### src/rtl/uart_evt_pkg.sv
package uart_evt_pkg;

  // status / mask bit positions
  localparam int ST_RX  = 0;
  localparam int ST_CTS = 1;
  localparam int ST_TXD = 2;
  localparam int ST_W   = 3;

  // register addresses
  localparam int ADR_CFG  = 0;
  localparam int ADR_STAT = 1;
  localparam int ADR_MSET = 2;
  localparam int ADR_MCLR = 3;

  // which status bits are sticky (others follow a level)
  localparam logic [ST_W-1:0] STICKY_SEL = 3'b110;

  function automatic int unsigned thr_words(logic deep, int unsigned lo, int unsigned hi);
    return deep ? hi : lo;
  endfunction

  function automatic logic level_meets(int unsigned lvl, int unsigned thr);
    return lvl >= thr;
  endfunction

  // set has priority over a clear request
  function automatic logic sticky_next(logic cur, logic set, logic clr);
    return set | (cur & ~clr);
  endfunction

endpackage

### src/rtl/uevt_regif.sv
module uevt_regif
  import uart_evt_pkg::*;
#(
  parameter int ADDR_W = 2,
  parameter int DATA_W = 8
) (
  input  logic              clk,
  input  logic              rst_n,
  input  logic              wr_en,
  input  logic [ADDR_W-1:0] wr_addr,
  input  logic [DATA_W-1:0] wr_data,
  output logic              cfg_deep,
  output logic [ST_W-1:0]   mask,
  output logic [ST_W-1:0]   w1c_req
);

  logic hit_cfg, hit_stat, hit_mset, hit_mclr;
  logic [ST_W-1:0] bits;
  logic unused_data;

  assign bits        = wr_data[ST_W-1:0];
  assign unused_data = ^wr_data[DATA_W-1:ST_W];

  assign hit_cfg  = wr_en && (wr_addr == ADDR_W'(ADR_CFG));
  assign hit_stat = wr_en && (wr_addr == ADDR_W'(ADR_STAT));
  assign hit_mset = wr_en && (wr_addr == ADDR_W'(ADR_MSET));
  assign hit_mclr = wr_en && (wr_addr == ADDR_W'(ADR_MCLR));

  assign w1c_req = hit_stat ? bits : '0;

  always_ff @(posedge clk or negedge rst_n) begin
    if (!rst_n) begin
      cfg_deep <= 1'b0;
      mask     <= '0;
    end else begin
      if (hit_cfg)  cfg_deep <= wr_data[0];
      if (hit_mset) mask     <= mask | bits;
      else if (hit_mclr) mask <= mask & ~bits;
    end
  end

endmodule

### src/rtl/uevt_edge.sv
module uevt_edge #(
  parameter logic RST_VAL = 1'b1
) (
  input  logic clk,
  input  logic rst_n,
  input  logic sig,
  output logic rise
);

  logic prev;

  always_ff @(posedge clk or negedge rst_n) begin
    if (!rst_n) prev <= RST_VAL;
    else        prev <= sig;
  end

  assign rise = sig & ~prev;

endmodule

### src/rtl/uevt_stat_bit.sv
module uevt_stat_bit
  import uart_evt_pkg::*;
#(
  parameter bit STICKY = 1'b1
) (
  input  logic clk,
  input  logic rst_n,
  input  logic set_evt,
  input  logic level_in,
  input  logic clr,
  output logic q
);

  generate
    if (STICKY) begin : g_sticky
      logic unused_lvl;
      assign unused_lvl = level_in;
      always_ff @(posedge clk or negedge rst_n) begin
        if (!rst_n) q <= 1'b0;
        else        q <= sticky_next(q, set_evt, clr);
      end
    end else begin : g_level
      logic unused_ctl;
      assign unused_ctl = set_evt ^ clr;
      always_ff @(posedge clk or negedge rst_n) begin
        if (!rst_n) q <= 1'b0;
        else        q <= level_in;
      end
    end
  endgenerate

endmodule

### src/rtl/uart_event_ctl.sv
module uart_event_ctl
  import uart_evt_pkg::*;
#(
  parameter int LVL_W  = 4,
  parameter int ADDR_W = 2,
  parameter int DATA_W = 8,
  parameter int THR_LO = 2,
  parameter int THR_HI = 4
) (
  input  logic              clk,
  input  logic              rst_n,
  input  logic [LVL_W-1:0]  rx_level,
  input  logic              cts_in,
  input  logic              tx_load,
  input  logic              tx_empty,
  input  logic              wr_en,
  input  logic [ADDR_W-1:0] wr_addr,
  input  logic [DATA_W-1:0] wr_data,
  output logic [ST_W-1:0]   status,
  output logic [ST_W-1:0]   mask,
  output logic              cfg_deep,
  output logic              irq
);

  // named internal events (observed by the checker)
  logic [ST_W-1:0] w1c_req;
  logic            cts_rise;
  logic            txe_rise;
  logic            tx_armed;
  logic            tx_fin_evt;
  logic            rx_meet;
  logic [ST_W-1:0] ev_set;
  logic [ST_W-1:0] ev_lvl;

  uevt_regif #(.ADDR_W(ADDR_W), .DATA_W(DATA_W)) u_regif (
    .clk(clk), .rst_n(rst_n), .wr_en(wr_en), .wr_addr(wr_addr),
    .wr_data(wr_data), .cfg_deep(cfg_deep), .mask(mask), .w1c_req(w1c_req)
  );

  uevt_edge #(.RST_VAL(1'b1)) u_cts_edge (
    .clk(clk), .rst_n(rst_n), .sig(cts_in), .rise(cts_rise)
  );

  uevt_edge #(.RST_VAL(1'b1)) u_txe_edge (
    .clk(clk), .rst_n(rst_n), .sig(tx_empty), .rise(txe_rise)
  );

  always_ff @(posedge clk or negedge rst_n) begin
    if (!rst_n)       tx_armed <= 1'b0;
    else if (tx_load) tx_armed <= 1'b1;
  end

  assign tx_fin_evt = txe_rise & tx_armed;
  assign rx_meet    = level_meets(int'(rx_level), thr_words(cfg_deep, THR_LO, THR_HI));

  always_comb begin
    ev_set         = '0;
    ev_lvl         = '0;
    ev_set[ST_CTS] = cts_rise;
    ev_set[ST_TXD] = tx_fin_evt;
    ev_lvl[ST_RX]  = rx_meet;
  end

  for (genvar i = 0; i < ST_W; i++) begin : g_stat
    uevt_stat_bit #(.STICKY(STICKY_SEL[i])) u_bit (
      .clk(clk), .rst_n(rst_n), .set_evt(ev_set[i]), .level_in(ev_lvl[i]),
      .clr(w1c_req[i]), .q(status[i])
    );
  end

  always_ff @(posedge clk or negedge rst_n) begin
    if (!rst_n) irq <= 1'b0;
    else        irq <= |(status & mask);
  end

endmodule

### config.mk
export PLATFORM = sky130hd
export DESIGN_NAME = uart_event_ctl
export DESIGN_NICKNAME = d
export VERILOG_FILES = /design/src/rtl/uart_evt_pkg.sv /design/src/rtl/uevt_regif.sv /design/src/rtl/uevt_edge.sv /design/src/rtl/uevt_stat_bit.sv /design/src/rtl/uart_event_ctl.sv
export SDC_FILE = /design/constraint.sdc
export NUM_CORES = 1
export LEC_CHECK = 0
export BUFFER_PORTS_ARGS = -buffer_cell sky130_fd_sc_hd__buf_2
export CAP_MARGIN = 20
export CORE_AREA = 2 2 39 41
export DETAILED_ROUTE_END_ITERATION = 10
export DIE_AREA = 0 0 41 43
export PLACE_DENSITY = 0.68
export SETUP_SLACK_MARGIN = 0.05
export SKIP_CTS_REPAIR_TIMING = 1
export SLEW_MARGIN = 20
export SYNTH_ARGS = -nofsm -noshare
export SYNTH_HDL_FRONTEND = slang
export SYNTH_SLANG_ARGS = --single-unit
### constraint.sdc
create_clock -name clk -period 1.3 [get_ports clk]
set_input_delay 0.26 -clock clk [delete_from_list [all_inputs] [get_ports clk]]
set_output_delay 0.26 -clock clk [all_outputs]
set_load 0.05 [all_outputs]
Word level (Yosys, flattened, before mapping)
Index checks and enable logic that the tools add are counted.
{"block": "word_totals", "register_bits": 11, "out_inout_bits": 8}
{"block": "classes", "magnitude_cmp": 1, "eq_ne": 3, "n_mux": 4, "bitwise": 15, "n_reduce_logical": 7}
{"cell": "2-to-1 mux 3 bit", "n": 4}
{"cell": "AND 3 bit", "n": 2}
{"cell": "AND 1 bit", "n": 5}
{"cell": "== test 2 bit, second input constant", "n": 2}
{"cell": ">= comparator 4 x 3 -> 1 bit", "n": 1}
{"cell": "logical AND 1 bit", "n": 4}
{"cell": "NOT 1 bit", "n": 4}
{"cell": "NOT 3 bit", "n": 1}
{"cell": "bitwise OR 3 bit", "n": 1}
{"cell": "OR reduction 3 bit", "n": 1}
{"cell": "== test 2 x 1 -> 1 bit, second input constant", "n": 1}
{"cell": "logical NOT 2 bit", "n": 1}
{"cell": "bitwise OR 1 bit", "n": 2}
{"cell": "nonzero test 2 bit", "n": 1}

Logic depth before layout (Yosys ltp)
{"block": "logic_depth", "ltp_word": 6, "ltp_mapped": 5, "ltp_nobuf": 5}

Cells and area by module
From an unflattened synthesis, not the netlist that was laid out.
{"block": "hier_totals", "cells_unflattened": 45, "area_unflattened_um2": 525.5}
{"mod": "uevt_regif", "n_inst": 1, "cells_per_inst": 19, "area_each_um2": 212.7, "seq_area_each_um2": 100.1}
{"mod": "uart_event_ctl", "n_inst": 1, "cells_per_inst": 15, "area_each_um2": 135.1, "seq_area_each_um2": 50.0}
{"mod": "uevt_edge", "n_inst": 2, "cells_per_inst": 2, "area_each_um2": 40.0, "seq_area_each_um2": 26.3}
{"mod": "uevt_stat_bit (g_stat[1].u_bit ...)", "n_inst": 2, "cells_per_inst": 3, "area_each_um2": 36.3, "seq_area_each_um2": 25.0}
{"mod": "uevt_stat_bit (g_stat[0].u_bit)", "n_inst": 1, "cells_per_inst": 1, "area_each_um2": 25.0, "seq_area_each_um2": 25.0}

Worst setup path after synthesis
OpenSTA, ideal clock, no wires.
{"block": "synth_timing", "path_kind": "register -> register", "startpoint": "register u_regif.cfg_deep", "endpoint": "register g_stat[0].u_bit.q", "setup_ps": 124, "t_arrival_ps": 1392, "path_slack_ps": -216, "stages_incl_launch_ff": 6, "synth_period_minus_slack_ps": 1516, "path_cell_list": "dfrtp_1 > inv_1 > ha_1 > inv_1 > o21ai_0 > a211o_1"}
{"block": "synth_via", "elab_chain_cells": 2}
{"item": "start, declared", "line": "uevt_regif.sv:12", "text": "output logic cfg_deep,"}
{"item": "start signal, assigned", "line": "uevt_regif.sv:36", "text": "if (hit_cfg) cfg_deep <= wr_data[0];"}
{"item": "2-to-1 mux 3 bit", "line": "uart_evt_pkg.sv:19", "text": "return deep ? hi : lo;"}
{"item": ">= comparator 4 x 3 -> 1 bit", "line": "uart_evt_pkg.sv:23", "text": "return lvl >= thr;"}
{"item": "via g_stat[0].u_bit.level_in", "line": "uevt_stat_bit.sv:9", "text": "input logic level_in,"}
{"item": "end signal, assigned", "line": "uevt_stat_bit.sv:27", "text": "else q <= level_in;"}
{"item": "end, declared", "line": "uevt_stat_bit.sv:11", "text": "output logic q"}
The timed path passes the listed nets, and every way through them passes these cells.
A chain may end at the register's enable or synchronous reset.

Worst setup path after layout
{"block": "layout_timing", "startpoint": "register g_stat[2].u_bit.q", "endpoint": "output status[2]"}
{"item": "start, declared", "line": "uevt_stat_bit.sv:11"}
{"item": "start signal, assigned", "line": "uevt_stat_bit.sv:20", "text": "else q <= sticky_next(q, set_evt, clr);"}
{"item": "end, declared", "line": "uart_event_ctl.sv:19", "text": "output logic [ST_W-1:0] status,"}
No word-level cell between the ends.

==> results.sh <==
export IMPL_fp_dieH_um=43
export IMPL_clock_sinks=11
export IMPL_fin_skew_ns=0.001081
export IMPL_die_area_um2=1763
export IMPL_ff2ff_setup_slack_ns=0.13
export IMPL_synth_seq_cells=11
export IMPL_tritoncts="yes"
export IMPL_finalInstanceArea_um2=639.4
export IMPL_maxCapViolCount=0
export IMPL_vias_per_cell=4.833
export IMPL_first_pass_iters=4
export IMPL_startpoint_type="flip-flop"
export IMPL_yosys_top_cells_count="dfrtp_1, o21ai_0, nand2_1"
export IMPL_max_clock_path_buffers=2
export IMPL_post_place_cells=79
export IMPL_grt_usage_pct=14.18
export IMPL_initial_core_util_pct=34.81
export IMPL_cp_cell_sequence="buf_2"
export IMPL_gp_congestion=0.6698
export IMPL_syn_nets=66
export IMPL_hold_viol_final=0
export IMPL_ys_seq_area_share_pct=57.66
export IMPL_synth_top_area_share_pct=46.75
export IMPL_crit_family="flip-flops"
export IMPL_hold_slack_ns=0.1022
export IMPL_area_growth_pct=32.73
export IMPL_fill_cells=128
export IMPL_synth_area_leaders="dfrtp_1, dfstp_2, o21ai_0"
export IMPL_hold_start="cts_in"
export IMPL_grt_overflow_total=0
export IMPL_grt_pass1_vias=413
export IMPL_place_ws_ns=0.1370
export IMPL_grt_pass1_wl_um=1621
export IMPL_finalCritPeriodShare_pct=90.94
export IMPL_fmax_ghz=0.8459
export IMPL_path_clk_slew_ns=0.07
export IMPL_whs_endpoint="u_cts_edge.prev"
export IMPL_yosys_warnings=0
export IMPL_io_buffer_count=22
export IMPL_setup_tns_ns=0
export IMPL_leakage_nw=0.3153
export IMPL_finalSetupViolCount=0
export IMPL_antenna_found_initial=0
export IMPL_hp_class="in2reg"
export IMPL_crit_required_ns=1.04
export IMPL_stdcell_count=84
export IMPL_hold_depth=1
export IMPL_wl_per_cell_um=12.13
export IMPL_period_minus_slack_ns=1.182
export IMPL_power_density_nw_per_um2=1481
export IMPL_rsz0062_at_grt="false"
export IMPL_end_kind="primary output"
export IMPL_syn_area_per_cell_um2=10.95
export IMPL_drc_errors=0
export IMPL_cpPeakStageDelay_ns=0.38
export IMPL_dr_first_iter_drc_count=11
export IMPL_yosys_area_top_type="dfrtp_1"
export IMPL_num_io_pins=28
export IMPL_r2r_start="u_regif.cfg_deep"
export IMPL_dp_hpwl_um=833.6
export IMPL_ys_types=14
export IMPL_ir_worst_vdd_mv=0.5562
export IMPL_syn_cell_area_um2=481.7
export IMPL_worst_slack_ns=0.1178
export IMPL_grt_max_degree=12
export IMPL_worst_path_buf_inv=1
export IMPL_slowest_stage="dfrtp_1"
export IMPL_ant_nets=0
export IMPL_r2r_cells=5
export IMPL_routed_wirelength_um=1019
export IMPL_status="completed"
export IMPL_synth_edff_count=0
export IMPL_worstMarginPinSlew_ns=0.2939
export IMPL_fin_nets=91
export IMPL_core_rowCount=14
export IMPL_place_area_um2=603.1
export IMPL_synth_most_common_cell="dfrtp_1"
export IMPL_crit_fanout=3
export IMPL_relSlewSlack_pct=80.41
export IMPL_synth_ff_type="dfrtp_1"
export IMPL_root_buffer="clkbuf_4"
export IMPL_path_class="reg2out"
export IMPL_synthArstFlopShare_pct=100.0
export IMPL_vias=406
export IMPL_die_x_um=41
export IMPL_diodes=0
export IMPL_coreArea_um2=1384
export IMPL_r2r_end="g_stat[0].u_bit.q"
export IMPL_clk_latency_ns=0.26
export IMPL_drive_gt1_share_pct=50.00
export IMPL_cts_made_buffers=3
export IMPL_syn_inst=44
export IMPL_ctsHtreeMaxLevel=1
export IMPL_worstPathArrival_ns=0.92
export IMPL_slew_viol_final=0
## cells in the final DEF (no fill, tap or decap)
cell and instances:
a211o_1 1, buf_2 22, a222oi_1 1, ha_4 1, dfstp_2 2, clkbuf_4 3, dfrtp_2 1, o21ai_0 8
nor2_2 1, inv_1 4, nand3_1 3, nand2_1 6, mux2_4 1, nand2b_4 1, or2_2 1, dfrtp_1 8
inv_2 1, dlygate4sd3_1 1, clkbuf_1 1, ha_1 1
## routing by layer
metal	routed length [µm]	track usage (%)	part of all wire [%]	vias up
li1	-	-	-	195
met1	371	13.25	36	193
met2	574	24.69	56	14
met3	49	3.141	4.8	4
met4	22	10.00	2.2	0
met5	0	0	0	-
## stage by stage
step | utilization (%) | power, mW
finish | 46.20 | 0.9469
global route | 46.20 | 1.005
CTS | 45.48 | 0.9611
detailed placement | 43.58 | 0.7258
global placement | 43.58 | 0.7108
floorplan | - | 0.6423
## worst max-delay path by stage
stage	start	end	slack [ns]	depth (start not counted)
global placement	u_regif.cfg_deep	g_stat[0].u_bit.q	0.16	5
global route	g_stat[2].u_bit.q	status[2]	0.06	1
finish	g_stat[2].u_bit.q	status[2]	0.12	1
floorplan	u_regif.cfg_deep	g_stat[0].u_bit.q	0.03	3
detailed placement	u_regif.cfg_deep	g_stat[0].u_bit.q	0.14	5
CTS	g_stat[2].u_bit.q	status[2]	0.1	1
## report_power, final
group,switching (mW),internal (mW),total (mW)
Clock,0.111,0.119,0.230
Sequential,0.0269,0.388,0.415
Combinational,0.215,0.0868,0.302
Total,0.353,0.594,0.947
## cell type report
| class | count | area [µm²] | share of cell area, % |
|---|---|---|---|
| well taps | 16 | 20.02 | 3.131 |
| flip-flops and latches | 11 | 279.0 | 43.64 |
| clock buffers | 4 | 26.28 | 4.110 |
| multi-input cells | 25 | 175.2 | 27.40 |
| repair buffers | 23 | 120.1 | 18.79 |
| inverters | 5 | 18.77 | 2.935 |
## kinds of logic after synthesis
family / after synthesis / synth area share, %
simple gates: 12 / 13.25
flops: 11 / 57.66
mux: 1 / 3.116
buf+inv: 8 / 8.572
fa+ha+maj: 2 / 5.194
compound gates: 10 / 12.21
No activity file was read; power rests on OpenSTA's default activity.
